## config.mk

```make
export PLATFORM = sky130hd
export DESIGN_NAME = rr_thermo_arbiter
export DESIGN_NICKNAME = d
export VERILOG_FILES = /design/src/rtl/rr_arb_pkg.sv /design/src/rtl/fixed_prio_enc.sv /design/src/rtl/rr_arb_datapath.sv /design/src/rtl/rr_arb_ctrl.sv /design/src/rtl/rr_thermo_arbiter.sv
export SDC_FILE = /design/constraint.sdc
export NUM_CORES = 1
export LEC_CHECK = 0
export BUFFER_PORTS_ARGS = -buffer_cell sky130_fd_sc_hd__clkbuf_2
export CAP_MARGIN = 40
export CORE_MARGIN = 4
export CORE_UTILIZATION = 33
export DETAILED_ROUTE_END_ITERATION = 10
export GPL_ROUTABILITY_DRIVEN = 0
export GPL_TIMING_DRIVEN = 0
export PLACE_DENSITY_LB_ADDON = 0.08
export SLEW_MARGIN = 5
export SYNTH_ARGS = -nofsm -noshare
export SYNTH_HDL_FRONTEND = slang
export SYNTH_SLANG_ARGS = --single-unit
```

## constraint.sdc

```tcl
create_clock -name clk -period 3.5 [get_ports clk]
set_clock_uncertainty 0.2 [all_clocks]
set_input_delay 0.175 -clock clk [delete_from_list [all_inputs] [get_ports clk]]
set_output_delay 0.175 -clock clk [all_outputs]
set_load 0.005 [all_outputs]
```

## src/rtl/rr_arb_pkg.sv

```systemverilog
package rr_arb_pkg;

  // Strobes sent from the grant datapath to the pointer control
  typedef struct packed {
    logic grantValid;  // some requester won this cycle
    logic wrapUsed;    // winner came from the unmasked encoder
  } arbStrobe_t;

endpackage

```

## src/rtl/fixed_prio_enc.sv

```systemverilog
module fixed_prio_enc #(
  parameter int N     = 8,
  parameter int IDX_W = $clog2(N)
) (
  input  logic [N-1:0]     reqIn,
  output logic [N-1:0]     oneHot,
  output logic [IDX_W-1:0] winIdx,
  output logic             found
);

  // Lowest index wins: scan downwards so the last hit is the lowest bit
  always_comb begin
    oneHot = '0;
    winIdx = '0;
    found  = 1'b0;
    for (int i = N - 1; i >= 0; i--) begin
      if (reqIn[i]) begin
        oneHot    = '0;
        oneHot[i] = 1'b1;
        winIdx    = IDX_W'(i);
        found     = 1'b1;
      end
    end
  end

endmodule

```

## src/rtl/rr_arb_datapath.sv

```systemverilog
module rr_arb_datapath
  import rr_arb_pkg::*;
#(
  parameter int N     = 8,
  parameter int IDX_W = $clog2(N)
) (
  input  logic             clk,
  input  logic             rst_n,
  input  logic [N-1:0]     reqVec,
  input  logic [IDX_W-1:0] ptr,
  output logic [N-1:0]     grantVec,
  output logic [IDX_W-1:0] grantIdx,
  output logic             anyGrant,
  output arbStrobe_t       strobe
);

  logic [N-1:0]     thermoMask;
  logic [N-1:0]     maskedReq;
  logic [N-1:0]     hotMasked, hotRaw;
  logic [IDX_W-1:0] idxMasked, idxRaw;
  logic             hitMasked, hitRaw;

  // Thermometer mask: keep indices at or above the pointer
  for (genvar i = 0; i < N; i++) begin : g_thermo
    localparam logic [IDX_W-1:0] BIT_IDX = IDX_W'(i);
    assign thermoMask[i] = (BIT_IDX >= ptr);
  end

  assign maskedReq = reqVec & thermoMask;

  fixed_prio_enc #(.N(N), .IDX_W(IDX_W)) u_encMasked (
    .reqIn (maskedReq),
    .oneHot(hotMasked),
    .winIdx(idxMasked),
    .found (hitMasked)
  );

  fixed_prio_enc #(.N(N), .IDX_W(IDX_W)) u_encRaw (
    .reqIn (reqVec),
    .oneHot(hotRaw),
    .winIdx(idxRaw),
    .found (hitRaw)
  );

  always_comb begin
    if (hitMasked) begin
      grantVec = hotMasked;
      grantIdx = idxMasked;
    end else begin
      grantVec = hotRaw;
      grantIdx = idxRaw;
    end
    anyGrant          = hitMasked | hitRaw;
    strobe.grantValid = anyGrant;
    strobe.wrapUsed   = !hitMasked && hitRaw;
  end


  grant_onehot_chk: assert property (@(posedge clk) disable iff (!rst_n)
    $onehot0(grantVec));


  grant_subset_chk: assert property (@(posedge clk) disable iff (!rst_n)
    (grantVec & ~reqVec) == '0);


  any_grant_chk: assert property (@(posedge clk) disable iff (!rst_n)
    anyGrant == (|reqVec));


  wrap_only_if_empty_chk: assert property (@(posedge clk) disable iff (!rst_n)
    (anyGrant && (grantIdx < ptr)) |-> ((reqVec >> ptr) == '0));


  wrap_lowest_chk: assert property (@(posedge clk) disable iff (!rst_n)
    (anyGrant && (grantIdx < ptr)) |-> ((reqVec & ((N'(1) << grantIdx) - N'(1))) == '0));

endmodule

```

## src/rtl/rr_arb_ctrl.sv

```systemverilog
module rr_arb_ctrl
  import rr_arb_pkg::*;
#(
  parameter int N     = 8,
  parameter int IDX_W = $clog2(N)
) (
  input  logic             clk,
  input  logic             rst_n,
  input  arbStrobe_t       strobe,
  input  logic [IDX_W-1:0] grantIdx,
  output logic [IDX_W-1:0] ptr
);

  logic [IDX_W-1:0] nextPtr;

  // N is a power of two, so the IDX_W-bit add wraps modulo N
  assign nextPtr = grantIdx + IDX_W'(1);

  always_ff @(posedge clk) begin
    if (!rst_n)                 ptr <= '0;
    else if (strobe.grantValid) ptr <= nextPtr;
  end


  ptr_advance_chk: assert property (@(posedge clk) disable iff (!rst_n)
    strobe.grantValid |=> (ptr == IDX_W'($past(grantIdx) + IDX_W'(1))));


  ptr_hold_chk: assert property (@(posedge clk) disable iff (!rst_n)
    !strobe.grantValid |=> $stable(ptr));


  wrap_below_ptr_chk: assert property (@(posedge clk) disable iff (!rst_n)
    (strobe.grantValid && strobe.wrapUsed) |-> (grantIdx < ptr));

endmodule

```

## src/rtl/rr_thermo_arbiter.sv

```systemverilog
module rr_thermo_arbiter
  import rr_arb_pkg::*;
#(
  parameter int N = 8
) (
  input  logic         clk,
  input  logic         rst_n,
  input  logic [N-1:0] reqVec,
  output logic [N-1:0] grantVec,
  output logic         anyGrant
);

  localparam int IDX_W = $clog2(N);

  logic [IDX_W-1:0] ptr;
  logic [IDX_W-1:0] grantIdx;
  arbStrobe_t       strobe;

  rr_arb_datapath #(.N(N), .IDX_W(IDX_W)) u_datapath (
    .clk     (clk),
    .rst_n   (rst_n),
    .reqVec  (reqVec),
    .ptr     (ptr),
    .grantVec(grantVec),
    .grantIdx(grantIdx),
    .anyGrant(anyGrant),
    .strobe  (strobe)
  );

  rr_arb_ctrl #(.N(N), .IDX_W(IDX_W)) u_ctrl (
    .clk     (clk),
    .rst_n   (rst_n),
    .strobe  (strobe),
    .grantIdx(grantIdx),
    .ptr     (ptr)
  );

endmodule

```

==> results_tabular.tex, run 1 <==
\begin{tabular}{lr}
\hline
Metric & Value \\
\hline
\multicolumn{2}{l}{\textbf{Worst setup path}} \\
Critical path's largest stage delay & 0.37 ns \\
Critical path required time & about 3.4 ns \\
Crit. Startpoint & u\_ctrl.ptr[0]\$\_SDFFE\_PN0P\_ \\
Cells along the critical path & buf\_6 > nand2\_1 > a211o\_1 > a21oi\_1 > nand4\_1 > o22ai\_1 > ha\_1 > o21ai\_0 > a311oi\_2 \\
Critical Path AT & about 2.5 ns \\
R2R Path Start & u\_ctrl.ptr[0]\$\_SDFFE\_PN0P\_ \\
Type of element capturing the critical path & flop \\
Largest fanout of any net on the critical path & 10 \\
Critical-path cell with the highest stage delay & sky130\_fd\_sc\_hd\_\_a21oi\_1 \\
Cells on worst reg2reg path & 9 \\
Startpoint types & flop \\
Category of the most critical setup path & flop to flop \\
\multicolumn{2}{l}{\textbf{GRT}} \\
Wire length of the first global-routing pass & between 3 and 4 mm \\
Number of antenna violations at the first check in global routing & 0 \\
Aggregate global routing overflow & 0 \\
Combined global-route utilization of all metal layers & between 10\% and 20\% \\
Number of global-route vias before repair & 680 \\
Largest net degree at the start of global routing & 11 \\
\multicolumn{2}{l}{\textbf{Worst hold path}} \\
Startpoint of the most critical hold path & reqVec[0] \\
Number of instances on the worst hold path & 4 \\
Class of the tightest hold or removal check & input pin to flop \\
\multicolumn{2}{l}{\textbf{Power}} \\
Switching share of total power & roughly 46\% \\
Maximum ir drop on the vdd rail & 258.7 uV \\
Overall power after layout & 0.3677 mW \\
Proportion of power drawn by the clock network & about 17\% \\
Leak & 0.3349 nW \\
Power density normalized to cell area & approximately 510 nW/um\^{}2 \\
Combinational share of power & about 68\% \\
Int Pwr & 0.1970 mW \\
Switching power & between 0.15 and 0.2 mW \\
Sequential power share & 15.2\% \\
\multicolumn{2}{l}{\textbf{Floorplan}} \\
Area of the die & 2490 um\^{}2 \\
Number of core rows & 14 \\
Vertical extent of the die & approximately 50 um \\
Starting density of the core & 36.75\% \\
Die Width & approximately 50 um \\
Core Footprint & about 1600 um\^{}2 \\
Number of top-level design ports & 19 \\
\multicolumn{2}{l}{\textbf{Synth}} \\
Register bit count reported by yosys & 3 \\
Synth Warn \# & 0 \\
Syn nets & 97 \\
Dominant cells by area after synthesis & sky130\_fd\_sc\_hd\_\_dfxtp\_1, sky130\_fd\_sc\_hd\_\_a21oi\_1, sky130\_fd\_sc\_hd\_\_nor2\_1 \\
Post-Syn Area & slightly below 600 um\^{}2 \\
Async set-reset flop share out of synthesis & 0\% \\
Number of instances in the synthesized netlist & between 80 and 90 \\
Post-synthesis sequential area ratio & 10.37\% \\
Yosys top cell area share & just over 10\% \\
Number of flops mapped to enable cells by yosys & 0 \\
Share of synthesized area spent on multiplexers & under 10\% \\
XOR/XNOR share of the synthesized area & 0\% \\
Mean Syn Cell Area & just under 7 um\^{}2 \\
Cell accounting for the most synthesized area & sky130\_fd\_sc\_hd\_\_dfxtp\_1 \\
Area fraction in compound gates after synthesis & a little over two fifths \\
Distinct cells, synth & 40 \\
Area share of fa/ha/maj cells after synthesis & under 10\% \\
Top flip-flop cell by instance count after synthesis & sky130\_fd\_sc\_hd\_\_dfxtp\_1 \\
Synthesized-area fraction occupied by and/or/nand/nor cells & between 30\% and 40\% \\
Main combinational cell family by area after synthesis & compound AO/OA/AOI/OAI gates \\
\multicolumn{2}{l}{\textbf{STA}} \\
Slew HR & between 70\% and 80\% \\
Clock period minus final worst setup slack & about 2.5 ns \\
Final max-slew violation count & 0 \\
Top achievable clock speed & between 300 and 400 MHz \\
Final number of setup-violating endpoints & 0 \\
Transition time at the pin with the least slew margin & 0.4403 ns \\
Setup repair after global routing missed its margin & false \\
Fin Hold WS & between 0.2 and 0.3 ns \\
Crit share post-route & around 73\% \\
Hold violation total from the final report & 0 \\
Total Neg Setup Slack & 0 ns \\
\multicolumn{2}{l}{\textbf{Clock tree}} \\
CTS H-tree lvls & 1 \\
TritonCTS Sinks & 3 \\
Cell chosen for the clock root & sky130\_fd\_sc\_hd\_\_clkbuf\_4 \\
Number of gates resized after cts & 0 \\
Clock slew seen by the registers of the worst setup and hold paths & 0.04 ns \\
Clock latency of the later-clocked register in the worst-skew pair & about 0.23 ns \\
Post-CTS Setup Inserts & 0 \\
Total clock buffers created by CTS & 3 \\
TritonCTS clock tree & done \\
Maximum clock insertion buffer count & 2 \\
\multicolumn{2}{l}{\textbf{Finish}} \\
Fraction of final layout cells sized beyond drive strength 1 & between 20\% and 30\% \\
Commonest non-fill, non-tap cell in the layout & sky130\_fd\_sc\_hd\_\_clkbuf\_2 \\
Storage cell area & between 60 and 70 um\^{}2 \\
Flip-flop count of the largest register after layout & 3 \\
Register containing the most flip-flops in the final layout & u\_ctrl.ptr \\
Number of nets in the final layout & 120 \\
Top library cells by usage in the layout, fill and taps aside & sky130\_fd\_sc\_hd\_\_clkbuf\_2, sky130\_fd\_sc\_hd\_\_nor2\_1, sky130\_fd\_sc\_hd\_\_nand2\_1, sky130\_fd\_sc\_hd\_\_a21oi\_1, sky130\_fd\_sc\_hd\_\_inv\_1 \\
Fillers & around 170 \\
Regs by FF count & u\_ctrl.ptr: 3 flops \\
Final non-filler cell total & $\sim$120 \\
Antenna Diode Count & 0 \\
Area added between synthesis and finish & 24.41\% \\
Area of the multi-input gates & about 470 um\^{}2 \\
\multicolumn{2}{l}{\textbf{Route}} \\
Final wirelength & 1.817 mm \\
Initial DRT Pass Iterations & 4 \\
Detailed-route vias per instance & 5.968 \\
Count of antenna-violating nets left after detailed routing & 0 \\
WL/cell & 14.65 um \\
Number of vias in the routed layout & between 700 and 800 \\
DRC violation total after the first TritonRoute iteration & 22 \\
Residual DRC & 0 \\
\multicolumn{2}{l}{\textbf{Place}} \\
Port bufs & 17 \\
Half-perimeter wire length after placement & 1.375 mm \\
Number of cells after detailed placement & between 100 and 150 \\
\multicolumn{2}{l}{\textbf{Job}} \\
Number of max-cap violations & 0 \\
\multicolumn{2}{l}{\textbf{Run status}} \\
Result of the run & finished, final reports clean \\
\hline
\end{tabular}
==> critical path, delay by kind of cell, from the launching register on <==
kind | cells | cell delay [ns]
fa+ha+maj | 1 | 0.19
simple gates | 2 | 0.30
flops | 1 | 0.31
compound gates | 5 | 1.31
buf+inv | 1 | 0.15
==> final cells by class <==
cell class              instances  area share, %
plain buffers                   4          3.819
flip-flops and latches          3          8.333
well taps                      16          2.778
multi-input cells              72          64.58
inverters                       7          3.646
clock buffers                   4          3.646
repair buffers                 18          13.19
==> through the flow <==
| stage | instance area, um^2 | setup WS (ns) | util [%] |
|---|---|---|---|
| after detailed placement | 684.4 | 0.9674 | 43.41 |
| after CTS | 720.7 | 0.9507 | 45.71 |
| after global placement | 684.4 | 0.9562 | 43.41 |
| after floorplan | 579.3 | 1.260 | - |
| after global routing | 720.7 | 0.7094 | 45.71 |
| final | 720.7 | 0.9511 | 45.71 |
==> power groups by stage <==
| stage | combinational [mW] | sequential (mW) | clock (mW) |
|---|---|---|---|
| after floorplan | 0.180 | 0.0537 | 0 |
| after global placement | 0.249 | 0.0561 | 0 |
| after detailed placement | 0.249 | 0.0562 | 0 |
| after CTS | 0.252 | 0.0556 | 0.0629 |
| after global routing | 0.284 | 0.0571 | 0.0658 |
| final | 0.251 | 0.0557 | 0.0611 |
==> cells in the mapped netlist, types with 2 or more instances <==
cell and instances:
sky130_fd_sc_hd__dfxtp_1 3, sky130_fd_sc_hd__nor3_1 2, sky130_fd_sc_hd__nand3_1 4, sky130_fd_sc_hd__o22ai_1 3, sky130_fd_sc_hd__a21oi_1 8, sky130_fd_sc_hd__and3_1 2
sky130_fd_sc_hd__inv_1 7, sky130_fd_sc_hd__nand3b_1 3, sky130_fd_sc_hd__nand2_1 9, sky130_fd_sc_hd__o32ai_1 2, sky130_fd_sc_hd__o211ai_1 2, sky130_fd_sc_hd__o21ai_0 3
sky130_fd_sc_hd__a21boi_0 2, sky130_fd_sc_hd__nor2_1 10
==> logic make-up (layout without fill, tap and decap cells) <==
logic type,Yosys count,after routing
AO/OA/AOI/OAI,34,34
adder cells (fa/ha/maj),1,1
buffers and inverters,11,33
flip-flops,3,3
multiplexers,1,1
AND/OR/NAND/NOR,36,36
==> worst paths after layout <==
check,endpoint,slack (ns)
max,u_ctrl.ptr[2]$_SDFFE_PN0P_,0.95
min,u_ctrl.ptr[0]$_SDFFE_PN0P_,0.26
max reg2reg,u_ctrl.ptr[2]$_SDFFE_PN0P_,0.95
min reg2reg,u_ctrl.ptr[1]$_SDFFE_PN0P_,0.50
==> metal layers <==
metal	up-vias	share of wire, %	track usage, %	wire length, um
li1	371	-	-	-
met1	345	46	19.79	844
met2	22	47	25.55	856
met3	2	6.0	3.313	109
met4	0	0.39	5.530	7
met5	-	0	0	0
==> timing repair <==
| item | CTS | global route |
|---|---|---|
| setup endpoints to repair | 0 | 0 |
| endpoints found under the hold margin | 1 | 0 |
| hold buffers | 1 | 0 |
(Power assumes the default switching activity.)
==> run 2, diff against run 1 <==
- clock period: 3.5 -> 2.5 ns (I/O delays scaled with it)
==> run 2 against run 1 <==
Compared with the run above:
- first-iteration DRC count shrank 32%
- combinational power grew 53%
- clock power grew 42%
- die area is the same
- via count grew 0.54%
- critical path depth is the same
- register-to-register slack lost 0.82 ns
- flip-flop and latch count is the same
- critical endpoint unchanged
- largest power group unchanged
- highest routed layer unchanged
==> results_tabular.tex, run 2 (same netlist as run 1, synthesis figures left out) <==
\begin{tabular}{lr}
\hline
Metric & Value \\
\hline
\multicolumn{2}{l}{\textbf{Run status}} \\
Result of the run & finished, final reports clean (unchanged) \\
\multicolumn{2}{l}{\textbf{Floorplan}} \\
Core Footprint & 1577 um\^{}2 (unchanged) \\
Number of core rows & 14 (unchanged) \\
Number of top-level design ports & 19 (unchanged) \\
Die Width & 49.90 um (unchanged) \\
Vertical extent of the die & 49.90 um (unchanged) \\
Starting density of the core & 36.75\% (unchanged) \\
Area of the die & 2490 um\^{}2 (unchanged) \\
\multicolumn{2}{l}{\textbf{Route}} \\
Count of antenna-violating nets left after detailed routing & 0 (unchanged) \\
Number of vias in the routed layout & 744 (was 740) \\
Initial DRT Pass Iterations & 4 (unchanged) \\
DRC violation total after the first TritonRoute iteration & 15 (was 22) \\
Final wirelength & 1.895 mm (was 1.817 mm) \\
Detailed-route vias per instance & 5.858 (was 5.968) \\
WL/cell & 14.92 um (was 14.65 um) \\
Residual DRC & 0 (unchanged) \\
\multicolumn{2}{l}{\textbf{GRT}} \\
Number of global-route vias before repair & 680 (unchanged) \\
Number of antenna violations at the first check in global routing & 0 (unchanged) \\
Largest net degree at the start of global routing & 11 (unchanged) \\
Wire length of the first global-routing pass & 3.049 mm (was 3.022 mm) \\
Combined global-route utilization of all metal layers & 15.69\% (was 15.57\%) \\
Aggregate global routing overflow & 0 (unchanged) \\
\multicolumn{2}{l}{\textbf{Power}} \\
Power density normalized to cell area & 706.9 nW/um\^{}2 (was 510.2 nW/um\^{}2) \\
Leak & 0.3558 nW (was 0.3349 nW) \\
Maximum ir drop on the vdd rail & 339.4 uV (was 258.7 uV) \\
\multicolumn{2}{l}{\textbf{Clock tree}} \\
Clock latency of the later-clocked register in the worst-skew pair & 0.24 ns (was 0.23 ns) \\
Maximum clock insertion buffer count & 2 (unchanged) \\
Total clock buffers created by CTS & 3 (unchanged) \\
Clock slew seen by the registers of the worst setup and hold paths & 0.04 ns (about the same) \\
TritonCTS Sinks & 3 (unchanged) \\
Cell chosen for the clock root & sky130\_fd\_sc\_hd\_\_clkbuf\_4 (unchanged) \\
TritonCTS clock tree & done (unchanged) \\
CTS H-tree lvls & 1 (unchanged) \\
\multicolumn{2}{l}{\textbf{STA}} \\
Crit share post-route & 94.76\% (was 72.83\%) \\
Slew HR & 74.38\% (was 70.54\%) \\
Final max-slew violation count & 0 (unchanged) \\
Transition time at the pin with the least slew margin & 0.3826 ns (was 0.4403 ns) \\
Final number of setup-violating endpoints & 0 (unchanged) \\
Clock period minus final worst setup slack & 2.369 ns (was 2.549 ns) \\
Hold violation total from the final report & 0 (unchanged) \\
Least setup slack across all paths after layout & 0.1311 ns (was 0.9511 ns) \\
Top achievable clock speed & 422.1 MHz (was 392.3 MHz) \\
\multicolumn{2}{l}{\textbf{Place}} \\
Placement-stage cell area & 684.4 um\^{}2 (unchanged) \\
Port bufs & 17 (unchanged) \\
Half-perimeter wire length after placement & 1.375 mm (unchanged) \\
Worst slack at placement & -0.03264 ns (was 0.9674 ns) \\
\multicolumn{2}{l}{\textbf{Worst setup path}} \\
Type of element capturing the critical path & flop (unchanged) \\
Cells along the critical path & buf\_6 > a21bo\_2 > a21oi\_4 > nor2\_2 > nand4\_1 > o22ai\_2 > ha\_1 > or3\_1 > a311oi\_2 (was buf\_6 > nand2\_1 > a211o\_1 > a21oi\_1 > nand4\_1 > o22ai\_1 > ha\_1 > o21ai\_0 > a311oi\_2) \\
Cells on worst reg2reg path & 9 (unchanged) \\
Startpoint types & flop (unchanged) \\
Critical path's largest stage delay & 0.38 ns (was 0.37 ns) \\
Critical-path cell with the highest stage delay & sky130\_fd\_sc\_hd\_\_or3\_1 (was sky130\_fd\_sc\_hd\_\_a21oi\_1) \\
Category of the most critical setup path & flop to flop (unchanged) \\
Largest fanout of any net on the critical path & 10 (unchanged) \\
Crit. Startpoint & u\_ctrl.ptr[0]\$\_SDFFE\_PN0P\_ (unchanged) \\
Critical Path AT & 2.31 ns (was 2.49 ns) \\
Critical path required time & 2.44 ns (was 3.44 ns) \\
R2R Path Start & u\_ctrl.ptr[0]\$\_SDFFE\_PN0P\_ (unchanged) \\
\multicolumn{2}{l}{\textbf{Finish}} \\
Register containing the most flip-flops in the final layout & u\_ctrl.ptr (unchanged) \\
Regs by FF count & u\_ctrl.ptr: 3 flops (unchanged) \\
Area of the multi-input gates & 504.2 um\^{}2 (was 465.4 um\^{}2) \\
Storage cell area & 61.31 um\^{}2 (was 60.06 um\^{}2) \\
Number of nets in the final layout & 123 (was 120) \\
Top library cells by usage in the layout, fill and taps aside & sky130\_fd\_sc\_hd\_\_clkbuf\_2, sky130\_fd\_sc\_hd\_\_nand2\_1, sky130\_fd\_sc\_hd\_\_nor2\_1, sky130\_fd\_sc\_hd\_\_inv\_1 (was sky130\_fd\_sc\_hd\_\_clkbuf\_2, sky130\_fd\_sc\_hd\_\_nor2\_1, sky130\_fd\_sc\_hd\_\_nand2\_1, sky130\_fd\_sc\_hd\_\_a21oi\_1, sky130\_fd\_sc\_hd\_\_inv\_1) \\
Antenna Diode Count & 0 (unchanged) \\
Flip-flop count of the largest register after layout & 3 (unchanged) \\
Area added between synthesis and finish & 35.64\% (was 24.41\%) \\
Commonest non-fill, non-tap cell in the layout & sky130\_fd\_sc\_hd\_\_clkbuf\_2 (unchanged) \\
Fillers & 166 (was 167) \\
Post-route design area & 785.8 um\^{}2 (was 720.7 um\^{}2) \\
Fraction of final layout cells sized beyond drive strength 1 & 35.14\% (was 25.93\%) \\
\multicolumn{2}{l}{\textbf{Job}} \\
Number of max-cap violations & 0 (unchanged) \\
\multicolumn{2}{l}{\textbf{Worst hold path}} \\
Startpoint of the most critical hold path & reqVec[7] (was reqVec[0]) \\
Number of instances on the worst hold path & 4 (unchanged) \\
Class of the tightest hold or removal check & input pin to flop (unchanged) \\
\hline
\end{tabular}
==> run 2: what timing repair did <==
item / 4_1_cts / 5_1_grt
setup endpoints to repair: 1 / 1
pin swaps: 0 / 4
hold buffers: 1 / 0
gates resized for setup: 1 / 11
endpoints found under the hold margin: 2 / 0
setup buffers: 0 / 3
==> run 2: metrics by stage <==
step           TNS (ns)  cells  hold WS [ns]  util (%)  total power, mW
6_report              0    127        0.2011     49.84           0.5554
5_1_grt        -0.02960    127        0.2488     49.84           0.6092
4_1_cts               0    124        0.1939     45.95           0.5193
3_5_place_dp   -0.03264    119        0.1885     43.41           0.4271
3_3_place_gp   -0.04383    119        0.1857     43.41           0.4267
2_1_floorplan         0     86       0.07212         -           0.3270
==> run 2: layout make-up <==
type	count	area share, %
sequential	3	7.803
buffer	4	3.822
inverter	7	3.344
clock buffer	4	3.344
multi-input combinational	72	64.17
timing repair buffer	21	14.97
tap	16	2.548
==> run 2: path summary, 6_finish.rpt <==
path | endpoint | slack [ns]
max | u_ctrl.ptr[2]$_SDFFE_PN0P_ | 0.13
min | u_ctrl.ptr[0]$_SDFFE_PN0P_ | 0.20
max reg2reg | u_ctrl.ptr[2]$_SDFFE_PN0P_ | 0.13
min reg2reg | u_ctrl.ptr[1]$_SDFFE_PN0P_ | 0.50
==> run 2: layer usage <==
layer | share of wire, % | vias to the layer above | track usage, %
met3 | 3.9 | 2 | 3.313
met4 | 0.63 | 0 | 5.530
met1 | 48 | 350 | 19.79
met5 | 0 | - | 0
li1 | - | 376 | -
met2 | 47 | 16 | 25.99
==> run 2: where the power goes <==
| part | internal [mW] | total (mW) | switching, mW |
|---|---|---|---|
| clock | 0.0599 | 0.0869 | 0.0270 |
| sequential | 0.0675 | 0.0831 | 0.0156 |
| combinational | 0.170 | 0.385 | 0.215 |
==> run 2: critical path, delay by kind of cell, from the launching register on <==
family          cells  cell delay [ns]
flops               1             0.30
compound gates      4             0.79
simple gates        3             0.65
buf+inv             1             0.14
fa+ha+maj           1             0.19
==> run 3, diff against run 2 <==
- SYNTH_HIERARCHICAL: unset -> 1
==> run 3 against run 2 <==
Compared with the run above:
- critical path type unchanged
- non-clock buffer count rose by 2
- largest power group unchanged
- worst setup slack improved by 0.010 ns
- largest cell class unchanged
- critical path depth is 1 lower
- critical endpoint is now u_ctrl/ptr[1]$_SDFFE_PN0P_
- register-to-register slack about the same
- cell area increased by 18%
==> results_tabular.tex, run 3 <==
\begin{tabular}{lr}
\hline
Metric & Value \\
\hline
\multicolumn{2}{l}{\textbf{Run status}} \\
Result of the run & finished, final reports clean (unchanged) \\
\multicolumn{2}{l}{\textbf{Power}} \\
Proportion of power drawn by the clock network & 14.0\% (was 15.6\%) \\
Overall power after layout & 0.5966 mW (was 0.5554 mW) \\
Switching power & 0.2478 mW (was 0.2579 mW) \\
Sequential power share & 22.7\% (was 15.0\%) \\
Power density normalized to cell area & 644.4 nW/um\^{}2 (was 706.9 nW/um\^{}2) \\
Maximum ir drop on the vdd rail & 460.8 uV (was 339.4 uV) \\
Switching share of total power & 41.53\% (was 46.43\%) \\
Int Pwr & 0.3488 mW (was 0.2975 mW) \\
Leak & 0.4229 nW (was 0.3558 nW) \\
Combinational share of power & 63.4\% (was 69.4\%) \\
\multicolumn{2}{l}{\textbf{STA}} \\
Hold violation total from the final report & 0 (unchanged) \\
Slew HR & 71.60\% (was 74.38\%) \\
Total Neg Setup Slack & 0 ns (unchanged) \\
Transition time at the pin with the least slew margin & 0.4251 ns (was 0.3826 ns) \\
Fin Hold WS & 0.2786 ns (was 0.2011 ns) \\
Crit share post-route & 94.34\% (was 94.76\%) \\
Setup repair after global routing missed its margin & false \\
Final number of setup-violating endpoints & 0 (unchanged) \\
Final max-slew violation count & 0 (unchanged) \\
Clock period minus final worst setup slack & 2.359 ns (was 2.369 ns) \\
Top achievable clock speed & 424.0 MHz (was 422.1 MHz) \\
\multicolumn{2}{l}{\textbf{Worst setup path}} \\
Crit path max-delay family & simple AND/OR/NAND/NOR gates (was compound AO/OA/AOI/OAI gates) \\
Critical Path AT & 2.28 ns (was 2.31 ns) \\
Largest fanout of any net on the critical path & 9 (was 10) \\
Type of element capturing the critical path & flop (unchanged) \\
Cells along the critical path & a211oi\_4 > nor4\_4 > nand3\_2 > buf\_6 > mux2\_4 > ha\_1 > mux2i\_1 > nor2b\_1 (was buf\_6 > a21bo\_2 > a21oi\_4 > nor2\_2 > nand4\_1 > o22ai\_2 > ha\_1 > or3\_1 > a311oi\_2) \\
Startpoint types & flop (unchanged) \\
Critical path's largest stage delay & 0.41 ns (was 0.38 ns) \\
Category of the most critical setup path & flop to flop (unchanged) \\
Critical path required time & 2.42 ns (was 2.44 ns) \\
Critical path buffer and inverter count & 1 (unchanged) \\
Critical-path cell with the highest stage delay & sky130\_fd\_sc\_hd\_\_dfxtp\_2 (was sky130\_fd\_sc\_hd\_\_or3\_1) \\
\multicolumn{2}{l}{\textbf{Route}} \\
Initial DRT Pass Iterations & 4 (unchanged) \\
WL/cell & 12.65 um (was 14.92 um) \\
DRC violation total after the first TritonRoute iteration & 8 (was 15) \\
DR top layer & met3 (was met4) \\
Detailed-route vias per instance & 5.038 (was 5.858) \\
Residual DRC & 0 (unchanged) \\
Count of antenna-violating nets left after detailed routing & 0 (unchanged) \\
Total length of routed met3 wires & 51 um (was 74 um) \\
M1 wire length & 777 um (was 907 um) \\
Number of vias in the routed layout & 670 (was 744) \\
Met2 routed wirelength & 855 um (was 900 um) \\
Final wirelength & 1.683 mm (was 1.895 mm) \\
\multicolumn{2}{l}{\textbf{Finish}} \\
Regs by FF count & u\_ctrl/ptr: 3 flops (was u\_ctrl.ptr: 3 flops) \\
Fraction of final layout cells sized beyond drive strength 1 & 53.77\% (was 35.14\%) \\
Flip-flop count of the largest register after layout & 3 (unchanged) \\
Top library cells by usage in the layout, fill and taps aside & sky130\_fd\_sc\_hd\_\_clkbuf\_2, sky130\_fd\_sc\_hd\_\_mux2\_4, sky130\_fd\_sc\_hd\_\_buf\_4, sky130\_fd\_sc\_hd\_\_nor2\_1, sky130\_fd\_sc\_hd\_\_nor2b\_1 (was sky130\_fd\_sc\_hd\_\_clkbuf\_2, sky130\_fd\_sc\_hd\_\_nand2\_1, sky130\_fd\_sc\_hd\_\_nor2\_1, sky130\_fd\_sc\_hd\_\_inv\_1) \\
Commonest non-fill, non-tap cell in the layout & sky130\_fd\_sc\_hd\_\_clkbuf\_2 (unchanged) \\
Area of the multi-input gates & 625.6 um\^{}2 (was 504.2 um\^{}2) \\
Post-route design area & 925.9 um\^{}2 (was 785.8 um\^{}2) \\
Antenna Diode Count & 0 (unchanged) \\
Area added between synthesis and finish & 36.03\% (was 35.64\%) \\
Number of nets in the final layout & 118 (was 123) \\
Storage cell area & 68.82 um\^{}2 (was 61.31 um\^{}2) \\
Final non-filler cell total & 133 (was 127) \\
Fillers & 227 (was 166) \\
Register containing the most flip-flops in the final layout & u\_ctrl/ptr (was u\_ctrl.ptr) \\
\multicolumn{2}{l}{\textbf{Synth}} \\
Post-Syn Area & 680.7 um\^{}2 (was 579.3 um\^{}2) \\
Mean Syn Cell Area & 8.616 um\^{}2 (was 6.736 um\^{}2) \\
Syn nets & 90 (was 97) \\
Number of instances in the synthesized netlist & 79 (was 86) \\
Synth Warn \# & 6 (was 0) \\
\multicolumn{2}{l}{\textbf{Place}} \\
Number of cells after detailed placement & 124 (was 119) \\
Half-perimeter wire length after placement & 1.284 mm (was 1.375 mm) \\
Port bufs & 18 (was 17) \\
Placement-stage cell area & 820.8 um\^{}2 (was 684.4 um\^{}2) \\
\multicolumn{2}{l}{\textbf{Floorplan}} \\
Die Width & 53.42 um (was 49.90 um) \\
Vertical extent of the die & 53.42 um (was 49.90 um) \\
Starting density of the core & 34.69\% (was 36.75\%) \\
Number of top-level design ports & 19 (unchanged) \\
Number of core rows & 16 (was 14) \\
Core Footprint & 1962 um\^{}2 (was 1577 um\^{}2) \\
Area of the die & 2853 um\^{}2 (was 2490 um\^{}2) \\
\multicolumn{2}{l}{\textbf{Clock tree}} \\
CTS H-tree lvls & 1 (unchanged) \\
TritonCTS clock tree & done (unchanged) \\
Cell chosen for the clock root & sky130\_fd\_sc\_hd\_\_clkbuf\_4 (unchanged) \\
Clock latency of the later-clocked register in the worst-skew pair & 0.23 ns (was 0.24 ns) \\
TritonCTS Sinks & 3 (unchanged) \\
Maximum clock insertion buffer count & 2 (unchanged) \\
Total clock buffers created by CTS & 3 (unchanged) \\
Clock slew seen by the registers of the worst setup and hold paths & 0.04 ns (about the same) \\
\multicolumn{2}{l}{\textbf{GRT}} \\
Combined global-route utilization of all metal layers & 13.97\% (was 15.69\%) \\
Number of global-route vias before repair & 616 (was 680) \\
Aggregate global routing overflow & 0 (unchanged) \\
Wire length of the first global-routing pass & 2.939 mm (was 3.049 mm) \\
Largest net degree at the start of global routing & 10 (was 11) \\
Number of antenna violations at the first check in global routing & 0 (unchanged) \\
\multicolumn{2}{l}{\textbf{Worst hold path}} \\
Class of the tightest hold or removal check & input pin to flop (unchanged) \\
\multicolumn{2}{l}{\textbf{Job}} \\
Number of max-cap violations & 0 (unchanged) \\
\hline
\end{tabular}
[run 3: path summary, 6_finish.rpt]
kind | from | endpoint | slack, ns | depth (start not counted)
min | reqVec[6] | u_ctrl/ptr[2]$_SDFFE_PN0P_ | 0.28 | 6
max reg2reg | u_ctrl/ptr[0]$_SDFFE_PN0P_ | u_ctrl/ptr[1]$_SDFFE_PN0P_ | 0.14 | 8
min reg2reg | u_ctrl/ptr[0]$_SDFFE_PN0P_ | u_ctrl/ptr[0]$_SDFFE_PN0P_ | 0.39 | 1
max | u_ctrl/ptr[0]$_SDFFE_PN0P_ | u_ctrl/ptr[1]$_SDFFE_PN0P_ | 0.14 | 8
[run 3: power groups by stage]
stage	Combinational, mW	Sequential, mW	Clock, mW
global placement	0.352	0.107	0
CTS	0.372	0.118	0.0888
detailed placement	0.353	0.109	0
finish	0.378	0.135	0.0834
global route	0.418	0.141	0.0921
floorplan	0.267	0.0973	0
[run 3: final cells by class]
class	instances	share of cell area [%]
multi-input combinational	70	67.57
timing repair buffer	23	14.05
sequential	3	7.432
buffer	4	3.649
tap	27	3.649
clock buffer	4	2.838
inverter	2	0.8108
[run 3: what timing repair did]
action | CTS | global route
endpoints found under the setup margin | 12 | 3
resized for setup | 5 | 5
setup buffers | 1 | 3
endpoints found under the hold margin | 3 | 0
pin swaps | 2 | 2
hold buffers | 1 | 0
[run 3: tightest hold or removal path: cells and delay by family]
kind,cells,cell delay [ns]
AOI/OAI and AO/OA,1,0.06
and+or+nand+nor,3,0.23
buffers and inverters,2,0.24
[run 3: routing by layer]
metal / global-route usage, % / vias to the layer above
li1: - / 349
met1: 19.07 / 310
met2: 22.04 / 11
met3: 1.690 / 0
met4: 5.106 / 0
met5: 0 / -
[run 3: stage by stage]
stage | setup WS, ns | util (%)
finish | 0.1415 | 47.19
CTS | 0.01969 | 44.96
global placement | -0.3804 | 41.84
global route | 0.02809 | 47.19
detailed placement | -0.3178 | 41.84
floorplan | 0.01545 | -
